File: src/rtl/spare_pkg.sv
package spare_pkg;
  typedef enum logic [1:0] {
    ST_IDLE = 2'd0,
    ST_COPY = 2'd1,
    ST_DONE = 2'd2
  } spare_state_e;

  typedef enum logic [1:0] {
    OP_RD   = 2'd0,
    OP_WR   = 2'd1,
    OP_COPY = 2'd2
  } cmd_op_e;
endpackage

File: src/rtl/spare_ctrl.sv
module spare_ctrl import spare_pkg::*; #(
  parameter int NUM_CS = 8,
  localparam int CS_W = $clog2(NUM_CS)
) (
  input  logic              clk_i,
  input  logic              rst_ni,
  input  logic              spare_en_i,
  input  logic [CS_W-1:0]   spare_cs_i,
  input  logic [NUM_CS-1:0] cs_en_i,
  input  logic              mig_req_i,
  input  logic [CS_W-1:0]   mig_cs_i,
  input  logic              copy_last_i,
  output spare_state_e      state_o,
  output logic [CS_W-1:0]   bad_cs_o,
  output logic              start_o,
  output logic              err_o
);
  logic accept;

  assign accept  = mig_req_i && (state_o == ST_IDLE) && spare_en_i &&
                   (mig_cs_i != spare_cs_i) && cs_en_i[mig_cs_i];
  assign start_o = accept;

  always_ff @(posedge clk_i or negedge rst_ni) begin
    if (!rst_ni) begin
      state_o  <= ST_IDLE;
      bad_cs_o <= '0;
      err_o    <= 1'b0;
    end else begin
      if (accept) begin
        state_o  <= ST_COPY;
        bad_cs_o <= mig_cs_i;
        err_o    <= 1'b0;
      end else begin
        if (mig_req_i) err_o <= 1'b1;
        if (state_o == ST_COPY && copy_last_i) state_o <= ST_DONE;
      end
    end
  end
endmodule

File: src/rtl/spare_copy_seq.sv
module spare_copy_seq #(
  parameter int LINES = 16,
  localparam int LINE_W = $clog2(LINES)
) (
  input  logic              clk_i,
  input  logic              rst_ni,
  input  logic              start_i,
  input  logic              active_i,
  input  logic              busy_i,
  output logic              grant_o,
  output logic [LINE_W-1:0] ptr_o,
  output logic              last_o
);
  localparam logic [LINE_W-1:0] LastLine = LINE_W'(LINES - 1);

  // copy only steals cycles the host leaves empty
  assign grant_o = active_i && !busy_i;
  assign last_o  = grant_o && (ptr_o == LastLine);

  always_ff @(posedge clk_i or negedge rst_ni) begin
    if (!rst_ni)      ptr_o <= '0;
    else if (start_i) ptr_o <= '0;
    else if (grant_o) ptr_o <= ptr_o + 1'b1;
  end
endmodule

File: src/rtl/spare_redirect.sv
module spare_redirect import spare_pkg::*; #(
  parameter int NUM_CS = 8,
  parameter int LINES  = 16,
  localparam int CS_W   = $clog2(NUM_CS),
  localparam int LINE_W = $clog2(LINES)
) (
  input  spare_state_e      state_i,
  input  logic [CS_W-1:0]   bad_cs_i,
  input  logic [CS_W-1:0]   spare_cs_i,
  input  logic [LINE_W-1:0] ptr_i,
  input  logic              grant_i,
  input  logic              req_valid_i,
  input  logic              req_we_i,
  input  logic [CS_W-1:0]   req_cs_i,
  input  logic [LINE_W-1:0] req_line_i,
  output logic              cmd_valid_o,
  output logic [1:0]        cmd_op_o,
  output logic [CS_W-1:0]   cmd_cs_o,
  output logic [LINE_W-1:0] cmd_line_o,
  output logic              cmd_mirror_o,
  output logic [CS_W-1:0]   cmd_dst_cs_o
);
  logic hit_bad;
  assign hit_bad = (req_cs_i == bad_cs_i);

  always_comb begin
    cmd_valid_o  = 1'b0;
    cmd_op_o     = OP_RD;
    cmd_cs_o     = '0;
    cmd_line_o   = '0;
    cmd_mirror_o = 1'b0;
    cmd_dst_cs_o = '0;
    if (grant_i) begin
      cmd_valid_o  = 1'b1;
      cmd_op_o     = OP_COPY;
      cmd_cs_o     = bad_cs_i;
      cmd_line_o   = ptr_i;
      cmd_dst_cs_o = spare_cs_i;
    end else if (req_valid_i) begin
      cmd_valid_o = 1'b1;
      cmd_op_o    = req_we_i ? OP_WR : OP_RD;
      cmd_line_o  = req_line_i;
      cmd_cs_o    = (state_i == ST_DONE && hit_bad) ? spare_cs_i : req_cs_i;
      // already-copied lines must stay coherent in the spare
      if (state_i == ST_COPY && req_we_i && hit_bad && req_line_i < ptr_i) begin
        cmd_mirror_o = 1'b1;
        cmd_dst_cs_o = spare_cs_i;
      end
    end
  end
endmodule

File: src/rtl/spare_remap_ctrl.sv
module spare_remap_ctrl import spare_pkg::*; #(
  parameter int NUM_CS = 8,
  parameter int LINES  = 16,
  localparam int CS_W   = $clog2(NUM_CS),
  localparam int LINE_W = $clog2(LINES)
) (
  input  logic              clk_i,
  input  logic              rst_ni,
  input  logic              spare_en_i,
  input  logic [CS_W-1:0]   spare_cs_i,
  input  logic [NUM_CS-1:0] cs_en_i,
  input  logic              mig_req_i,
  input  logic [CS_W-1:0]   mig_cs_i,
  input  logic              req_valid_i,
  input  logic              req_we_i,
  input  logic [CS_W-1:0]   req_cs_i,
  input  logic [LINE_W-1:0] req_line_i,
  output logic              cmd_valid_o,
  output logic [1:0]        cmd_op_o,
  output logic [CS_W-1:0]   cmd_cs_o,
  output logic [LINE_W-1:0] cmd_line_o,
  output logic              cmd_mirror_o,
  output logic [CS_W-1:0]   cmd_dst_cs_o,
  output logic [1:0]        status_o,
  output logic              err_o
);
  spare_state_e      state;
  logic [CS_W-1:0]   bad_cs;
  logic [LINE_W-1:0] ptr;
  logic              start, grant, last;

  spare_ctrl #(.NUM_CS(NUM_CS)) u_ctrl (
    .clk_i, .rst_ni, .spare_en_i, .spare_cs_i, .cs_en_i, .mig_req_i, .mig_cs_i,
    .copy_last_i(last), .state_o(state), .bad_cs_o(bad_cs), .start_o(start),
    .err_o
  );

  spare_copy_seq #(.LINES(LINES)) u_seq (
    .clk_i, .rst_ni, .start_i(start), .active_i(state == ST_COPY),
    .busy_i(req_valid_i), .grant_o(grant), .ptr_o(ptr), .last_o(last)
  );

  spare_redirect #(.NUM_CS(NUM_CS), .LINES(LINES)) u_redir (
    .state_i(state), .bad_cs_i(bad_cs), .spare_cs_i, .ptr_i(ptr),
    .grant_i(grant), .req_valid_i, .req_we_i, .req_cs_i, .req_line_i,
    .cmd_valid_o, .cmd_op_o, .cmd_cs_o, .cmd_line_o, .cmd_mirror_o,
    .cmd_dst_cs_o
  );

  assign status_o = state;
endmodule

File: config.mk
export PLATFORM = sky130hd
export DESIGN_NAME = spare_remap_ctrl
export DESIGN_NICKNAME = d
export VERILOG_FILES = /design/src/rtl/spare_pkg.sv /design/src/rtl/spare_ctrl.sv /design/src/rtl/spare_copy_seq.sv /design/src/rtl/spare_redirect.sv /design/src/rtl/spare_remap_ctrl.sv
export SDC_FILE = /design/constraint.sdc
export NUM_CORES = 1
export LEC_CHECK = 0
export CORE_UTILIZATION = 35
export DETAILED_ROUTE_END_ITERATION = 8
export PLACE_DENSITY = 0.81
export SLEW_MARGIN = 25
export SYNTH_ARGS = -nofsm -noshare
export SYNTH_HDL_FRONTEND = slang
export SYNTH_SLANG_ARGS = --single-unit
File: constraint.sdc
create_clock -name clk_i -period 1.6 [get_ports clk_i]
set_input_delay 0.32 -clock clk_i [delete_from_list [all_inputs] [get_ports clk_i]]
set_output_delay 0.32 -clock clk_i [all_outputs]
set_load 0.02 [all_outputs]
# Word-level counts from Yosys, hierarchy flattened
# Index checks and enable logic that the tools add are counted.
op_classes:
  order_cmp: 2
  n_mux: 24
  reduce_logical: 16
  add_sub_neg: 1
  eq_ne: 5
ops:
  columns: ["op", "n"]
  rows:
  - ["$mux 3", 6]
  - ["$mux 4", 4]
  - ["$logic_and 1x1->1", 11]
  - ["$mux 1", 9]
  - ["$mux 2", 4]
  - ["$reduce_bool 2->1", 3]
  - ["$add 4x1->4 const B", 1]
  - ["$eq 4x4->1 const B", 1]
  - ["$lt 3x4->1 const B", 1]
  - ["$lt 4x4->1", 1]
  - ["$bmux 1 s3", 1]
  - ["$eq 3x3->1", 1]
  - ["$ne 3x3->1", 1]
  - ["$eq 2x1->1 const B", 1]
  - ["$eq 2x2->1 const B", 1]
  - ["$logic_not 2->1", 1]
  - ["$logic_not 1->1", 1]
totals:
  regBits: 10
  input_bits: 27

# Depth between registers and ports, before layout
logic_depth:
  ltp_word: 7
  ltp_mapped: 7

# Modules after synthesis
# Synthesis repeated with hierarchy kept, for this count alone.
unflattened:
  hier_cells: 93
  hier_area_um2: 929.6
modules_own_cells:
  columns: ["mod", "n_inst", "area_per_inst_um2", "cells_each"]
  rows:
  - ["spare_ctrl", 1, 400.4, 33]
  - ["spare_redirect", 1, 307.8, 40]
  - ["spare_copy_seq", 1, 207.7, 19]
  - ["spare_remap_ctrl", 1, 13.8, 1]

# Worst setup path after synthesis
# OpenSTA, ideal clock, no wires.
synth_timing:
  path_kind: "reg-to-output"
  start: "register u_seq.ptr_o[1]"
  end: "output port cmd_dst_cs_o[0]"
  setup_slack_ps: -276
  t_arrival_ps: 1556
  stages_incl_launch_ff: 6
  cell_sequence: "dfrtp_1 > inv_1 > ha_1 > a211oi_1 > o211ai_1 > a21boi_0"
synth_via:
  elab_chain_len: 5
synth_lines:
  columns: ["element", "line", "source"]
  rows:
  - ["start, declared", "spare_copy_seq.sv:11", "output logic [LINE_W-1:0] ptr_o,"]
  - ["start signal, assigned", "spare_copy_seq.sv:23", "else if (grant_o) ptr_o <= ptr_o + 1'b1;"]
  - ["$lt 4x4->1", "spare_redirect.sv:45", "if (state_i == ST_COPY && req_we_i && hit_bad && req_line_i < ptr_i) begin"]
  - ["$logic_and 1x1->1", "spare_redirect.sv:45", null]
  - ["$mux 3", "spare_redirect.sv:45", null]
  - ["$mux 3", "spare_redirect.sv:39", "end else if (req_valid_i) begin"]
  - ["$mux 3", "spare_redirect.sv:33", "if (grant_i) begin"]
  - ["end, declared", "spare_remap_ctrl.sv:23", "output logic [CS_W-1:0] cmd_dst_cs_o,"]
# No other way between the ends.

# Worst setup path in the final report
layout_timing:
  start: "input port req_we_i"
  end: "output port cmd_dst_cs_o[1]"
layout_via:
  elab_chain_len: 6
layout_lines:
  columns: ["element", "line", "source"]
  rows:
  - ["start, declared", "spare_remap_ctrl.sv:15", "input logic req_we_i,"]
  - ["$logic_and 1x1->1 (3 in series)", "spare_redirect.sv:45", null]
  - ["$mux 3", "spare_redirect.sv:45", null]
  - ["$mux 3", "spare_redirect.sv:39", null]
  - ["$mux 3", "spare_redirect.sv:33", null]
# No other way between the ends.

==> impl_metrics.yaml <==
run_status:
  status: "finished, violations left"
  violations: "negative setup slack"
pwr:
  cellInternalPower_w: 0.00146
  ir_drop_mv: 1.07
  pwr-share-comb: 0.730
  p_seq_frac: 0.203
  switching_power_w: 0.00107
  power.density_nw_per_um2: 1450
  pwr-share-clk: 0.067
  power.leakage_nw: 0.847
  swShare: 0.423
clock_tree:
  clk_pin_slew_ns: 0.07
  cts_tree: "yes"
  clock-sinks: 10
  postCtsHoldBufs: 0
  root_buffer: "clkbuf_4"
  ctsHtreeMaxLevel: 1
  clock_latency_ns: 0.26
  numCtsBuffers: 3
  cts_buffer_depth: 2
final_layout:
  final_cell_mix: "buf_4 (36), clkdlybuf4s50_1 (14), dlygate4sd2_1 (13)"
  finalNetCount: 207
  num_antenna_cells: 0
  post-route-util: 0.784
  fillers: 146
  final_common_cell: "buf_4"
  syn_to_final_growth_pct: 108
  drive_gt1_frac: 0.500
timing:
  hold_viol: 0
  max_slew.worst_pin.slew_ns: 0.481
  drv_slew: 0
  rsz0062_at_grt: "true"
  max_freq_mhz: 468
  fin_hold_ws_ns: 0.384
  setup_slack_ns: -0.536
  fin_crit_sh: 1.33
  skew_ns: 0.00627
  finalCriticalPeriod_ns: 2.14
  relSlewSlack: 0.678
  setup_viol: 20
floorplanning:
  rows: 17
  die-area_um2: 2600
  die_w_um: 51.0
  core_area_um2: 2230
  dieHeight_um: 51.0
  initial_core_util: 0.376
  io_pins: 44
logic_synthesis:
  synth-edff-count: 0
  synth_nets: 127
  ys_ff_latch: 10
  syn_area_per_cell_um2: 8.76
  async_reset_ff_frac: 1.00
  synthFlopType: "dfrtp_1"
  seq_area_frac_synth: 0.298
  ys_warn_count: 0
  synth_cells: 96
  yosysUniqueCellTypes: 32
  synth.cell_area_um2: 841
detailed_routing:
  drc: 0
  detail-route-antenna-nets: 0
  drtIter0Drc: 34
  vias: 1119
  firstDrtPassIters: 4
  vias_per_cell: 5.54
  drt-total-wl_mm: 3.86
  wl_per_cell_um: 19.1
critical_path:
  critPathMaxFanout: 4
  critPathKind: "primary input to output pin"
  reg2reg_depth: 5
  worst_setup_path_start_kind: "primary input"
  r2r_setup_slack_ns: -0.14
  r2r-start: "u_ctrl.state_o[0]"
  r2r_end: "u_ctrl.bad_cs_o[0]"
  crit_required_ns: 1.28
  critPathLaunch: "req_we_i"
  arrival_ns: 1.82
  end_kind: "output pin"
  cp-endpoint: "cmd_dst_cs_o[1]"
global_route:
  grt_pass1_vias: 969
  grt_max_degree: 11
  grt-ovfl-total: 0
  grt_pass1_wl_mm: 4.35
  grt_usage: 0.220
  antenna_found_initial: 0
placement:
  gp_congestion: 0.802
  io_buffers: 43
  dpl.hpwl_mm: 2.06
  pre_cts_ws_ns: -1.04
min_path:
  hold_path_class: "primary input to asynchronous set/reset pin"
run:
  cap_violations: 0
[kinds of logic after synthesis]
group | after synthesis | synth area share
and+or+nand+nor | 33 | 0.208
AOI/OAI and AO/OA | 18 | 0.138
buffers and inverters | 13 | 0.0833
DFF | 10 | 0.298
xor gates and xnor gates | 9 | 0.0938
muxes | 9 | 0.119
adders and majority gates | 4 | 0.0595
[cell type report]
type	count	area (um^2)	area share
Multi-Input combinational cell	73	708	0.404
Timing Repair Buffer	80	702	0.401
Sequential cell	10	251	0.144
Tap cell	28	35.0	0.0200
Inverter	8	32.5	0.0186
Clock buffer	3	22.5	0.0129
[critical path, cell delays in order]
cell	delay [ns]
clkdlybuf4s50_1	0.45
and2_1	0.12
nor3b_1	0.25
o211ai_1	0.23
a21boi_1	0.25
buf_4	0.19
[power groups by stage]
| stage | Combinational (W) | Sequential [W] | Clock [W] |
|---|---|---|---|
| 2_1_floorplan | 0.000603 | 0.000492 | 0 |
| 3_3_place_gp | 0.00126 | 0.000442 | 0 |
| 3_5_place_dp | 0.00130 | 0.000451 | 0 |
| 4_1_cts | 0.00144 | 0.000462 | 0.000162 |
| 5_1_grt | 0.00194 | 0.000516 | 0.000190 |
| 6_report | 0.00185 | 0.000515 | 0.000169 |
[Yosys cell counts (2+ instances only)]
cell type	n	share of area
o21ai_0	7	0.042
nand2_1	10	0.045
a21boi_0	3	0.027
mux2i_1	7	0.083
nand4_1	4	0.030
ha_1	4	0.060
nor2_1	6	0.027
xnor2_1	9	0.094
buf_6	2	0.027
mux2_4	2	0.036
buf_2	2	0.012
inv_1	7	0.031
nand2b_1	5	0.037
dfrtp_1	10	0.30
[metal layers]
layer / vias up / share of wire / GRT usage / wire length, um
met5: - / 0 / 0 / 0
met4: 0 / 0.070 / 0.0741 / 268
met1: 547 / 0.37 / 0.280 / 1420
met2: 58 / 0.52 / 0.395 / 2020
li1: 490 / - / - / -
met3: 24 / 0.039 / 0.00893 / 150
[metrics by stage]
stage	instances	instance area, um^2	TNS [ns]	total power, W
after global placement	185	1450	-13.60	0.00170
after detailed placement	185	1450	-14.35	0.00175
after CTS	195	1560	-2.80	0.00207
after floorplan	96	853	-0.951	0.00109
final	202	1750	-4.69	0.00253
after global routing	202	1750	-5.69	0.00265
[what timing repair did]
item	CTS	global route
pin swaps	10	14
resized for setup	104	31
buffers inserted	7	8
setup endpoints to repair	25	24
[how the worst min path moves through the flow]
stage                             from            endpoint  slack (ns)  cells past startpoint
after floorplan                 rst_ni  u_ctrl.bad_cs_o[0]        0.02                      0
after global placement    u_ctrl.err_o        u_ctrl.err_o        0.49                      2
after detailed placement  u_ctrl.err_o        u_ctrl.err_o        0.50                      2
after CTS                       rst_ni   u_ctrl.state_o[1]        0.38                      1
after global routing            rst_ni      u_seq.ptr_o[3]        0.41                      1
final                           rst_ni      u_seq.ptr_o[3]        0.38                      1
[flip-flops by register name, indices dropped and copies added, names as in the netlist]
register and flops:
u_seq.ptr_o 4, u_ctrl.bad_cs_o 3, u_ctrl.state_o 2, u_ctrl.err_o 1
Power figures use the tool's default switching activity.
